File: src/rtl/raw_tx_pkg.sv
package raw_tx_pkg;
   // Slot state of the fetch sequencer
   typedef enum logic [1:0] {
      FS_IDLE = 2'd0,   // no copy requested
      FS_WAIT = 2'd1,   // copy requested, holding frame still occupied
      FS_COPY = 2'd2    // copying bytes into the holding frame
   } fetch_state_e;
endpackage

File: src/rtl/raw_tx_buf.sv
module raw_tx_buf #(
   parameter int BYTE_BITS = 8,
   parameter int NUM_BYTES = 6,
   parameter int ADDR_BITS = 3
) (
   input  logic                 clk,
   input  logic                 rst_n,
   input  logic                 wr_en,
   input  logic [ADDR_BITS-1:0] wr_addr,
   input  logic [BYTE_BITS-1:0] wr_data,
   input  logic                 wr_allow,
   input  logic [ADDR_BITS-1:0] rd_idx,
   output logic [BYTE_BITS-1:0] rd_data
);
   localparam int FLAT_W = NUM_BYTES * BYTE_BITS;

   logic [BYTE_BITS-1:0] mem [NUM_BYTES];
   logic [FLAT_W-1:0]    mem_flat;

   generate
      for (genvar i = 0; i < NUM_BYTES; i++) begin : g_byte
         logic [BYTE_BITS-1:0] q;
         always_ff @(posedge clk or negedge rst_n) begin
            if (!rst_n)
               q <= '0;
            else if (wr_en && wr_allow && (wr_addr == ADDR_BITS'(i)))
               q <= wr_data;
         end
         assign mem[i] = q;
         assign mem_flat[i*BYTE_BITS +: BYTE_BITS] = q;
      end
   endgenerate

   assign rd_data = mem[rd_idx];

   // a write while the buffer is locked leaves every byte untouched
   assert_locked_write_R4: assert property (@(posedge clk) disable iff (!rst_n)
      (wr_en && !wr_allow) |=> $stable(mem_flat));

   // addresses past the last byte change nothing
   assert_addr_range_R2: assert property (@(posedge clk) disable iff (!rst_n)
      (wr_en && (int'(wr_addr) >= NUM_BYTES)) |=> $stable(mem_flat));
endmodule

File: src/rtl/raw_tx_fetch.sv
module raw_tx_fetch
   import raw_tx_pkg::*;
#(
   parameter int BYTE_BITS = 8,
   parameter int NUM_BYTES = 6,
   parameter int ADDR_BITS = 3,
   localparam int FRAME_BITS = BYTE_BITS * NUM_BYTES
) (
   input  logic                  clk,
   input  logic                  rst_n,
   input  logic                  cmd_start,
   input  logic                  pend_take,
   input  logic [BYTE_BITS-1:0]  rd_data,
   output logic [ADDR_BITS-1:0]  rd_idx,
   output logic                  buf_free,
   output logic                  irq,
   output logic                  pend_full,
   output logic [FRAME_BITS-1:0] pend_frame
);
   localparam logic [ADDR_BITS-1:0] LAST_IDX = ADDR_BITS'(NUM_BYTES - 1);

   fetch_state_e         state;
   logic [ADDR_BITS-1:0] idx;
   logic [BYTE_BITS-1:0] pend [NUM_BYTES];
   logic                 accept;
   logic                 copy;

   assign accept = cmd_start && buf_free;
   assign copy   = (state != FS_IDLE) && !pend_full;
   assign rd_idx = idx;

   always_ff @(posedge clk or negedge rst_n) begin
      if (!rst_n) begin
         state     <= FS_IDLE;
         idx       <= '0;
         buf_free  <= 1'b1;
         irq       <= 1'b0;
         pend_full <= 1'b0;
      end else begin
         irq <= 1'b0;
         if (accept) begin
            buf_free <= 1'b0;
            idx      <= '0;
            state    <= pend_full ? FS_WAIT : FS_COPY;
         end else if (copy) begin
            state <= FS_COPY;
            if (idx == LAST_IDX) begin
               idx       <= '0;
               state     <= FS_IDLE;
               pend_full <= 1'b1;
               buf_free  <= 1'b1;
               irq       <= 1'b1;
            end else begin
               idx <= idx + 1'b1;
            end
         end
         if (pend_take)
            pend_full <= 1'b0;
      end
   end

   generate
      for (genvar k = 0; k < NUM_BYTES; k++) begin : g_slot
         always_ff @(posedge clk or negedge rst_n) begin
            if (!rst_n)
               pend[k] <= '0;
            else if (copy && (idx == ADDR_BITS'(k)))
               pend[k] <= rd_data;
         end
         // byte 0 occupies the top of the frame so it leaves first
         assign pend_frame[FRAME_BITS-1-k*BYTE_BITS -: BYTE_BITS] = pend[k];
      end
   endgenerate

   // an accepted start locks the buffer on the next cycle
   assert_accept_locks_R3: assert property (@(posedge clk) disable iff (!rst_n)
      accept |=> !buf_free);

   // the interrupt pulse marks a completed copy into the holding frame
   assert_irq_with_frame_R5: assert property (@(posedge clk) disable iff (!rst_n)
      irq |-> (buf_free && pend_full));

   // the interrupt lasts a single cycle
   assert_irq_pulse_R5: assert property (@(posedge clk) disable iff (!rst_n)
      irq |=> !irq);

   // a copy waiting on an occupied frame keeps the buffer locked
   assert_wait_locked_R10: assert property (@(posedge clk) disable iff (!rst_n)
      ((state == FS_WAIT) && pend_full && !pend_take) |=> !buf_free);
endmodule

File: src/rtl/raw_tx_shift.sv
module raw_tx_shift #(
   parameter int           SYM_BITS  = 2,
   parameter int           BYTE_BITS = 8,
   parameter int           NUM_BYTES = 6,
   parameter bit           MSB_FIRST = 1'b1,
   parameter logic [SYM_BITS-1:0] IDLE_SYM = '0,
   localparam int FRAME_BITS = BYTE_BITS * NUM_BYTES
) (
   input  logic                  clk,
   input  logic                  rst_n,
   input  logic                  sym_stb,
   input  logic                  pend_full,
   input  logic [FRAME_BITS-1:0] pend_frame,
   output logic                  pend_take,
   output logic [SYM_BITS-1:0]   sym_out,
   output logic                  sym_valid
);
   localparam int SYMS_PER_BYTE = BYTE_BITS / SYM_BITS;
   localparam int NUM_SYMS      = SYMS_PER_BYTE * NUM_BYTES;
   localparam int CNT_W         = $clog2(NUM_SYMS + 1);

   logic [FRAME_BITS-1:0] ordered;
   logic [FRAME_BITS-1:0] sh;
   logic [CNT_W-1:0]      cnt;
   logic                  active;
   logic                  last;

   // Pick the symbol order inside each byte
   generate
      if (MSB_FIRST) begin : g_msb
         assign ordered = pend_frame;
      end else begin : g_lsb
         for (genvar b = 0; b < NUM_BYTES; b++) begin : g_b
            for (genvar j = 0; j < SYMS_PER_BYTE; j++) begin : g_s
               assign ordered[b*BYTE_BITS + (SYMS_PER_BYTE-1-j)*SYM_BITS +: SYM_BITS] =
                  pend_frame[b*BYTE_BITS + j*SYM_BITS +: SYM_BITS];
            end
         end
      end
   endgenerate

   assign active    = (cnt != '0);
   assign last      = active && sym_stb && (cnt == CNT_W'(1));
   assign pend_take = pend_full && (!active || last);
   assign sym_valid = active;
   assign sym_out   = active ? sh[FRAME_BITS-1 -: SYM_BITS] : IDLE_SYM;

   always_ff @(posedge clk or negedge rst_n) begin
      if (!rst_n) begin
         sh  <= '0;
         cnt <= '0;
      end else if (pend_take) begin
         sh  <= ordered;
         cnt <= CNT_W'(NUM_SYMS);
      end else if (active && sym_stb) begin
         sh  <= sh << SYM_BITS;
         cnt <= cnt - 1'b1;
      end
   end

   // between strobes the presented symbol holds
   assert_hold_between_R7: assert property (@(posedge clk) disable iff (!rst_n)
      (sym_valid && !sym_stb) |=> (sym_valid && $stable(sym_out)));

   // a task only ends on a strobe
   assert_end_on_stb_R7: assert property (@(posedge clk) disable iff (!rst_n)
      $fell(sym_valid) |-> $past(sym_stb));

   // a held task follows the running one without a gap
   assert_no_gap_R9: assert property (@(posedge clk) disable iff (!rst_n)
      (sym_valid && sym_stb && pend_full) |=> sym_valid);
endmodule

File: src/rtl/raw_sym_tx.sv
module raw_sym_tx #(
   parameter int SYM_BITS  = 2,
   parameter int BYTE_BITS = 8,
   parameter int NUM_BYTES = 6,
   parameter bit MSB_FIRST = 1'b1,
   parameter logic [SYM_BITS-1:0] IDLE_SYM = '0,
   localparam int ADDR_W = (NUM_BYTES > 1) ? $clog2(NUM_BYTES) + ((NUM_BYTES & (NUM_BYTES - 1)) == 0 ? 0 : 0) : 1
) (
   input  logic                 clk,
   input  logic                 rst_n,
   input  logic                 buf_wr_en,
   input  logic [ADDR_W-1:0]    buf_wr_addr,
   input  logic [BYTE_BITS-1:0] buf_wr_data,
   input  logic                 cmd_start,
   input  logic                 sym_stb,
   output logic [SYM_BITS-1:0]  sym_out,
   output logic                 sym_valid,
   output logic                 buf_free,
   output logic                 irq
);
   localparam int FRAME_BITS = BYTE_BITS * NUM_BYTES;

   generate
      if ((BYTE_BITS % SYM_BITS) != 0) begin : g_bad_sym
         $error("BYTE_BITS must be a multiple of SYM_BITS");
      end
      if (NUM_BYTES < 1) begin : g_bad_bytes
         $error("NUM_BYTES must be at least 1");
      end
   endgenerate

   logic [ADDR_W-1:0]     rd_idx;
   logic [BYTE_BITS-1:0]  rd_data;
   logic                  pend_full;
   logic                  pend_take;
   logic [FRAME_BITS-1:0] pend_frame;

   raw_tx_buf #(
      .BYTE_BITS (BYTE_BITS),
      .NUM_BYTES (NUM_BYTES),
      .ADDR_BITS (ADDR_W)
   ) u_buf (
      .clk      (clk),
      .rst_n    (rst_n),
      .wr_en    (buf_wr_en),
      .wr_addr  (buf_wr_addr),
      .wr_data  (buf_wr_data),
      .wr_allow (buf_free),
      .rd_idx   (rd_idx),
      .rd_data  (rd_data)
   );

   raw_tx_fetch #(
      .BYTE_BITS (BYTE_BITS),
      .NUM_BYTES (NUM_BYTES),
      .ADDR_BITS (ADDR_W)
   ) u_fetch (
      .clk        (clk),
      .rst_n      (rst_n),
      .cmd_start  (cmd_start),
      .pend_take  (pend_take),
      .rd_data    (rd_data),
      .rd_idx     (rd_idx),
      .buf_free   (buf_free),
      .irq        (irq),
      .pend_full  (pend_full),
      .pend_frame (pend_frame)
   );

   raw_tx_shift #(
      .SYM_BITS  (SYM_BITS),
      .BYTE_BITS (BYTE_BITS),
      .NUM_BYTES (NUM_BYTES),
      .MSB_FIRST (MSB_FIRST),
      .IDLE_SYM  (IDLE_SYM)
   ) u_shift (
      .clk        (clk),
      .rst_n      (rst_n),
      .sym_stb    (sym_stb),
      .pend_full  (pend_full),
      .pend_frame (pend_frame),
      .pend_take  (pend_take),
      .sym_out    (sym_out),
      .sym_valid  (sym_valid)
   );

   // the buffer is free on the first cycle out of reset
   assert_reset_free_R1: assert property (@(posedge clk) disable iff (!rst_n)
      $rose(rst_n) |-> buf_free);
endmodule

File: config.mk
export PLATFORM = sky130hd
export DESIGN_NAME = raw_sym_tx
export DESIGN_NICKNAME = d
export VERILOG_FILES = /design/src/rtl/raw_tx_pkg.sv /design/src/rtl/raw_tx_buf.sv /design/src/rtl/raw_tx_fetch.sv /design/src/rtl/raw_tx_shift.sv /design/src/rtl/raw_sym_tx.sv
export SDC_FILE = /design/constraint.sdc
export NUM_CORES = 1
export LEC_CHECK = 0
export BUFFER_PORTS_ARGS = -buffer_cell sky130_fd_sc_hd__buf_2
export CAP_MARGIN = 20
export CORE_MARGIN = 10
export CORE_UTILIZATION = 62
export CTS_CLUSTER_DIAMETER = 40
export DETAILED_ROUTE_END_ITERATION = 10
export GPL_ROUTABILITY_DRIVEN = 0
export GPL_TIMING_DRIVEN = 0
export PLACE_DENSITY = 0.84
export SYNTH_ARGS = -nofsm -noshare
export SYNTH_HDL_FRONTEND = slang
export SYNTH_HIERARCHICAL = 1
export SYNTH_SLANG_ARGS = --single-unit
export TNS_END_PERCENT = 5
File: constraint.sdc
create_clock -name clk -period 2.5 [get_ports clk]
set_input_delay 0.5 -clock clk [delete_from_list [all_inputs] [get_ports clk]]
set_output_delay 0.5 -clock clk [all_outputs]
set_load 0.01 [all_outputs]
# After elaboration in Yosys (flattened, before gate mapping)
# Cells that the tools add are included.
# word_totals
ff_bits	157
output_inout_bits	5
# classes
add_sub_neg	2
magnitude_cmp	1
n_eq_ne	12
muxes	23
bitwise_logic	1
n_reduce_logical	32
# op_table
op	n
48-bit 2-to-1 mux	2
8-bit binary-select mux with 3-bit select	1
1-bit logical AND	18
8-bit 2-to-1 mux	2
3-bit by 2-bit == test with 1-bit output (second input constant)	4
3-bit == test (second input constant)	4
2-bit nonzero test	6
2-bit 2-to-1 mux	5
5-bit 2-to-1 mux	2
3-bit 2-to-1 mux	3
1-bit 2-to-1 mux	8
3-bit by 1-bit == test with 1-bit output (second input constant)	2
3-bit zero test	2
5-bit by 1-bit == test with 1-bit output (second input constant)	1
5-bit nonzero test	1
5-bit by 1-bit subtractor with 5-bit output (second input constant)	1
4-bit >= comparator (second input constant)	1
3-bit inverter with 4-bit output	1
3-bit by 1-bit adder with 3-bit output (second input constant)	1
3-bit AND reduction	1
1-bit zero test	2
2-bit != test (second input constant)	1
2-bit AND reduction	1
1-bit logical OR	1

# Logic depth before layout (Yosys ltp)
# logic_depth
ltp_word	7
ltp_mapped	8
ltp_nobuf	6

# Hierarchy
# Netlist, hierarchy kept.
# by_module_without_submodules
mod	instances	cells_each	area_each_um2
raw_tx_shift	1	309	2926.6
raw_tx_buf	1	157	2232.1
raw_tx_fetch	1	140	2202.1

# Worst setup path after synthesis
# No wires, ideal clock.
# synth_timing
kind	flip-flop to output port
start	reg u_shift.cnt[0]
end	out sym_out[0]
t_arrival_ps	1658
slack_ps	342
path_stages_with_launch	8
path_cell_list	dfrtp_1 > inv_1 > ha_1 > nor4b_1 > inv_1 > clkbuf_1 > clkbuf_1 > and2_1
# synth_via
elab_chain_cells	2
# synth_lines
element	line_no	source
from (decl)	raw_tx_shift.sv:24	logic [CNT_W-1:0] cnt;
from (signal assigned)	raw_tx_shift.sv:54	cnt <= CNT_W'(NUM_SYMS);
from (signal assigned)	raw_tx_shift.sv:57	cnt <= cnt - 1'b1;
5-bit nonzero test	raw_tx_shift.sv:42	assign active = (cnt != '0);
net sym_valid	raw_sym_tx.sv:17	output logic sym_valid,
2-bit 2-to-1 mux	raw_tx_shift.sv:46	assign sym_out = active ? sh[FRAME_BITS-1 -: SYM_BITS] : IDLE_SYM;
to (decl)	raw_sym_tx.sv:16	output logic [SYM_BITS-1:0] sym_out,
# The timed path passes the listed nets, and every way through them passes these cells.

# Final worst setup path
# layout_timing
start	reg u_shift.cnt[0]
end	out sym_out[0]
# layout_via
elab_chain_cells	2
# layout_lines
element	line_no
5-bit nonzero test	raw_tx_shift.sv:42
2-bit 2-to-1 mux	raw_tx_shift.sv:46
# Every way passes these cells.

==> results.yml <==
clocking:
  clkTransAtPathRegs_ps: 60
  cts_sinks: 157
  cts_buffer_depth: 2
  cts_tree: "built"
  cts_buffers: 17
  h-tree-depth: 4
  hold_buffers: 0
  cts-root-buf: "clkbuf_16"
  insertion_delay_ps: 430
power_and_ir_drop:
  totalPowerFinal_mw: 8.72
  peakVddDrop_mv: 0.613
  p_leak_nw: 3.84
  pwr-share-comb: 0.267
  seqPwrFrac: 0.426
  p_clk_frac: 0.307
  p_per_area_mw_per_mm2: 1040
  p_sw_mw: 2.77
  switching_share: 0.318
  p_int_mw: 5.94
placed_design:
  placed_area_mm2: 0.00770
  dp_slack_ps: -177
  place_hpwl_mm: 11.2
  portBuffers: 20
worst_setup_path:
  crit_required_ps: 2000
  critPathKind: "reg2out"
  end_kind: "output pin"
  cp-start-kind: "flip-flop"
  worst_ep_arrival_time_ps: 1930
  path_max_fanout: 12
final_layout:
  fin_area_mm2: 0.00836
  final_cell_mix: "dfrtp_1, mux2_2, nand2_1"
  area_delta_synth_final_pct: 13.5
  drive_gt1_frac: 0.270
  final_net_count: 669
  final_common_cell: "dfrtp_1"
detailed_routing:
  drt_iter0_markers: 699
  wl_per_cell_um: 21.6
  drt_first_pass_iters: 5
  drc_errors: 0
  routed_wl_mm: 17.4
  via_count: 5296
  ant_nets: 0
  vias_per_cell: 6.57
die:
  io-pin-count: 21
  die_w_um: 129
  rows: 39
  die_h_um: 129
  initial_core_util: 0.639
  dieArea_mm2: 0.0166
  core-area_mm2: 0.0115
sta:
  fmax_mhz: 412
  period_share: 0.971
  hold_viol: 0
  tightest_slew_ps: 861
  worst_slack_ps: 71.8
  period_needed_ps: 2430
  rsz0062_at_grt: "no"
  timing.final.max_slew_violations: 0
  fin_skew_ps: 10.7
  finalSetupViolations: 0
  max-slew-margin-rel: 0.426
worst_hold_path:
  min_path_type: "in2async"
synth:
  synth.distinct_cells: 50
  avgSynthCellArea_um2: 12.1
  synth_top_area_share: 0.530
  synthTopCellsByArea: "dfrtp_1, mux2_2, o22a_1, a21boi_0, o22ai_1"
  synth_area_mm2: 0.00736
  ys_seq_elements: 157
  yosys.area.top_type: "dfrtp_1"
  synth_cells: 606
  ys_warn_count: 6
  async_flop_share: 1.00
  synth-edff-count: 0
  yosysSeqAreaShare: 0.534
  synthesis.nets: 626
  ys.flop_type: "dfrtp_1"
global_routing:
  grt_max_degree: 96
  antenna_found_initial: 0
  grt_pass1_wl_mm: 28.1
  grt.total_usage: 0.216
  overflow: 0
  grt_pass1_vias: 5473
job:
  max-cap-violations: 0
outcome:
  status: "finished, final reports clean"
==> Yosys cell counts (8+ instances only) <==
cell type and count:
o21ai_0 12, nand2_1 55, mux2i_1 27, mux2_4 8, o22a_1 46, clkbuf_1 32
o32a_1 8, o22ai_1 46, mux2_2 88, dfrtp_1 156, a21boi_0 46
==> registers in the layout, indices dropped and copies added, names as in the netlist, 2 cells and up <==
signal,count
u_buf/g_byte.q,48
u_fetch/pend_frame,48
u_shift/sh,48
u_shift/cnt,5
u_fetch/rd_idx,3
u_fetch/state,2
==> final cells by class <==
cell class / instances / area, µm²
inverter: 7 / 26.3
sequential: 157 / 3930
fill: 764 / 3160
timing repair buffer: 25 / 159
antenna: 1 / 2.50
clock inverter: 13 / 164
clock buffer: 19 / 453
buffer: 47 / 224
multi-input combinational: 394 / 3220
tap: 143 / 179
==> stage by stage <==
| stage | utilization | TNS, ps | hold slack [ps] | instances |
|---|---|---|---|---|
| after floorplan | - | 0 | 204 | 606 |
| after global placement | 0.663 | -194940 | 481 | 769 |
| after detailed placement | 0.669 | -1430 | 490 | 774 |
| after CTS | 0.725 | -7.44 | 191 | 805 |
| after global routing | 0.725 | 0 | 203 | 805 |
| final | 0.726 | 0 | 143 | 806 |
==> per-layer routing <==
metal,routed length [µm],track usage,share of wire,vias up
li1,-,-,-,2345
met2,8770,0.360,0.50,220
met4,398,0.0936,0.023,0
met1,7180,0.265,0.41,2686
met5,0,0,0,-
met3,1040,0.0497,0.060,45
==> critical path: stages (launching register included) <==
cell and delay (ps):
dfrtp_1 410, inv_2 110, ha_4 140, nor4b_4 220
inv_2 160, buf_8 170, and2_1 150, buf_2 130
==> power groups by stage <==
stage               clock [mW]  combinational (mW)  sequential, mW
floorplan                    0                1.65            3.56
global placement             0                2.09            3.66
detailed placement           0                2.23            3.71
CTS                       2.69                2.30            3.70
global route              2.80                2.52            3.79
finish                    2.67                2.33            3.72
==> what timing repair did <==
action	in CTS	in global routing
setup endpoints to repair	15	21
hold endpoints to repair	0	0
setup buffers	0	0
gates resized for setup	12	5
pin swaps	0	1
==> kinds of logic after synthesis <==
kind of cell    count (synthesis)  share of synthesized area
flops                         157                      0.534
fa+ha+maj                       4                    0.00680
buf+inv                        55                     0.0330
compound gates                175                      0.178
simple gates                   92                     0.0609
mux                           123                      0.188
==> path summary, 6_finish.rpt <==
path                                   startpoint                endpoint  slack [ps]  depth (start not counted)
setup / recovery                   u_shift/cnt[0]              sym_out[0]          70                          7
min in group clk                        cmd_start        u_fetch/buf_free         230                          2
hold / removal                              rst_n  u_fetch/pend_frame[27]         140                          1
max in group asynchronous                   rst_n          u_shift/sh[10]        1570                          2
hold reg to reg            u_fetch/pend_frame[22]          u_shift/sh[22]         500                          1
setup reg to reg                u_fetch/rd_idx[0]  u_fetch/pend_frame[42]         120                          5
Power figures use the tool's default switching activity.
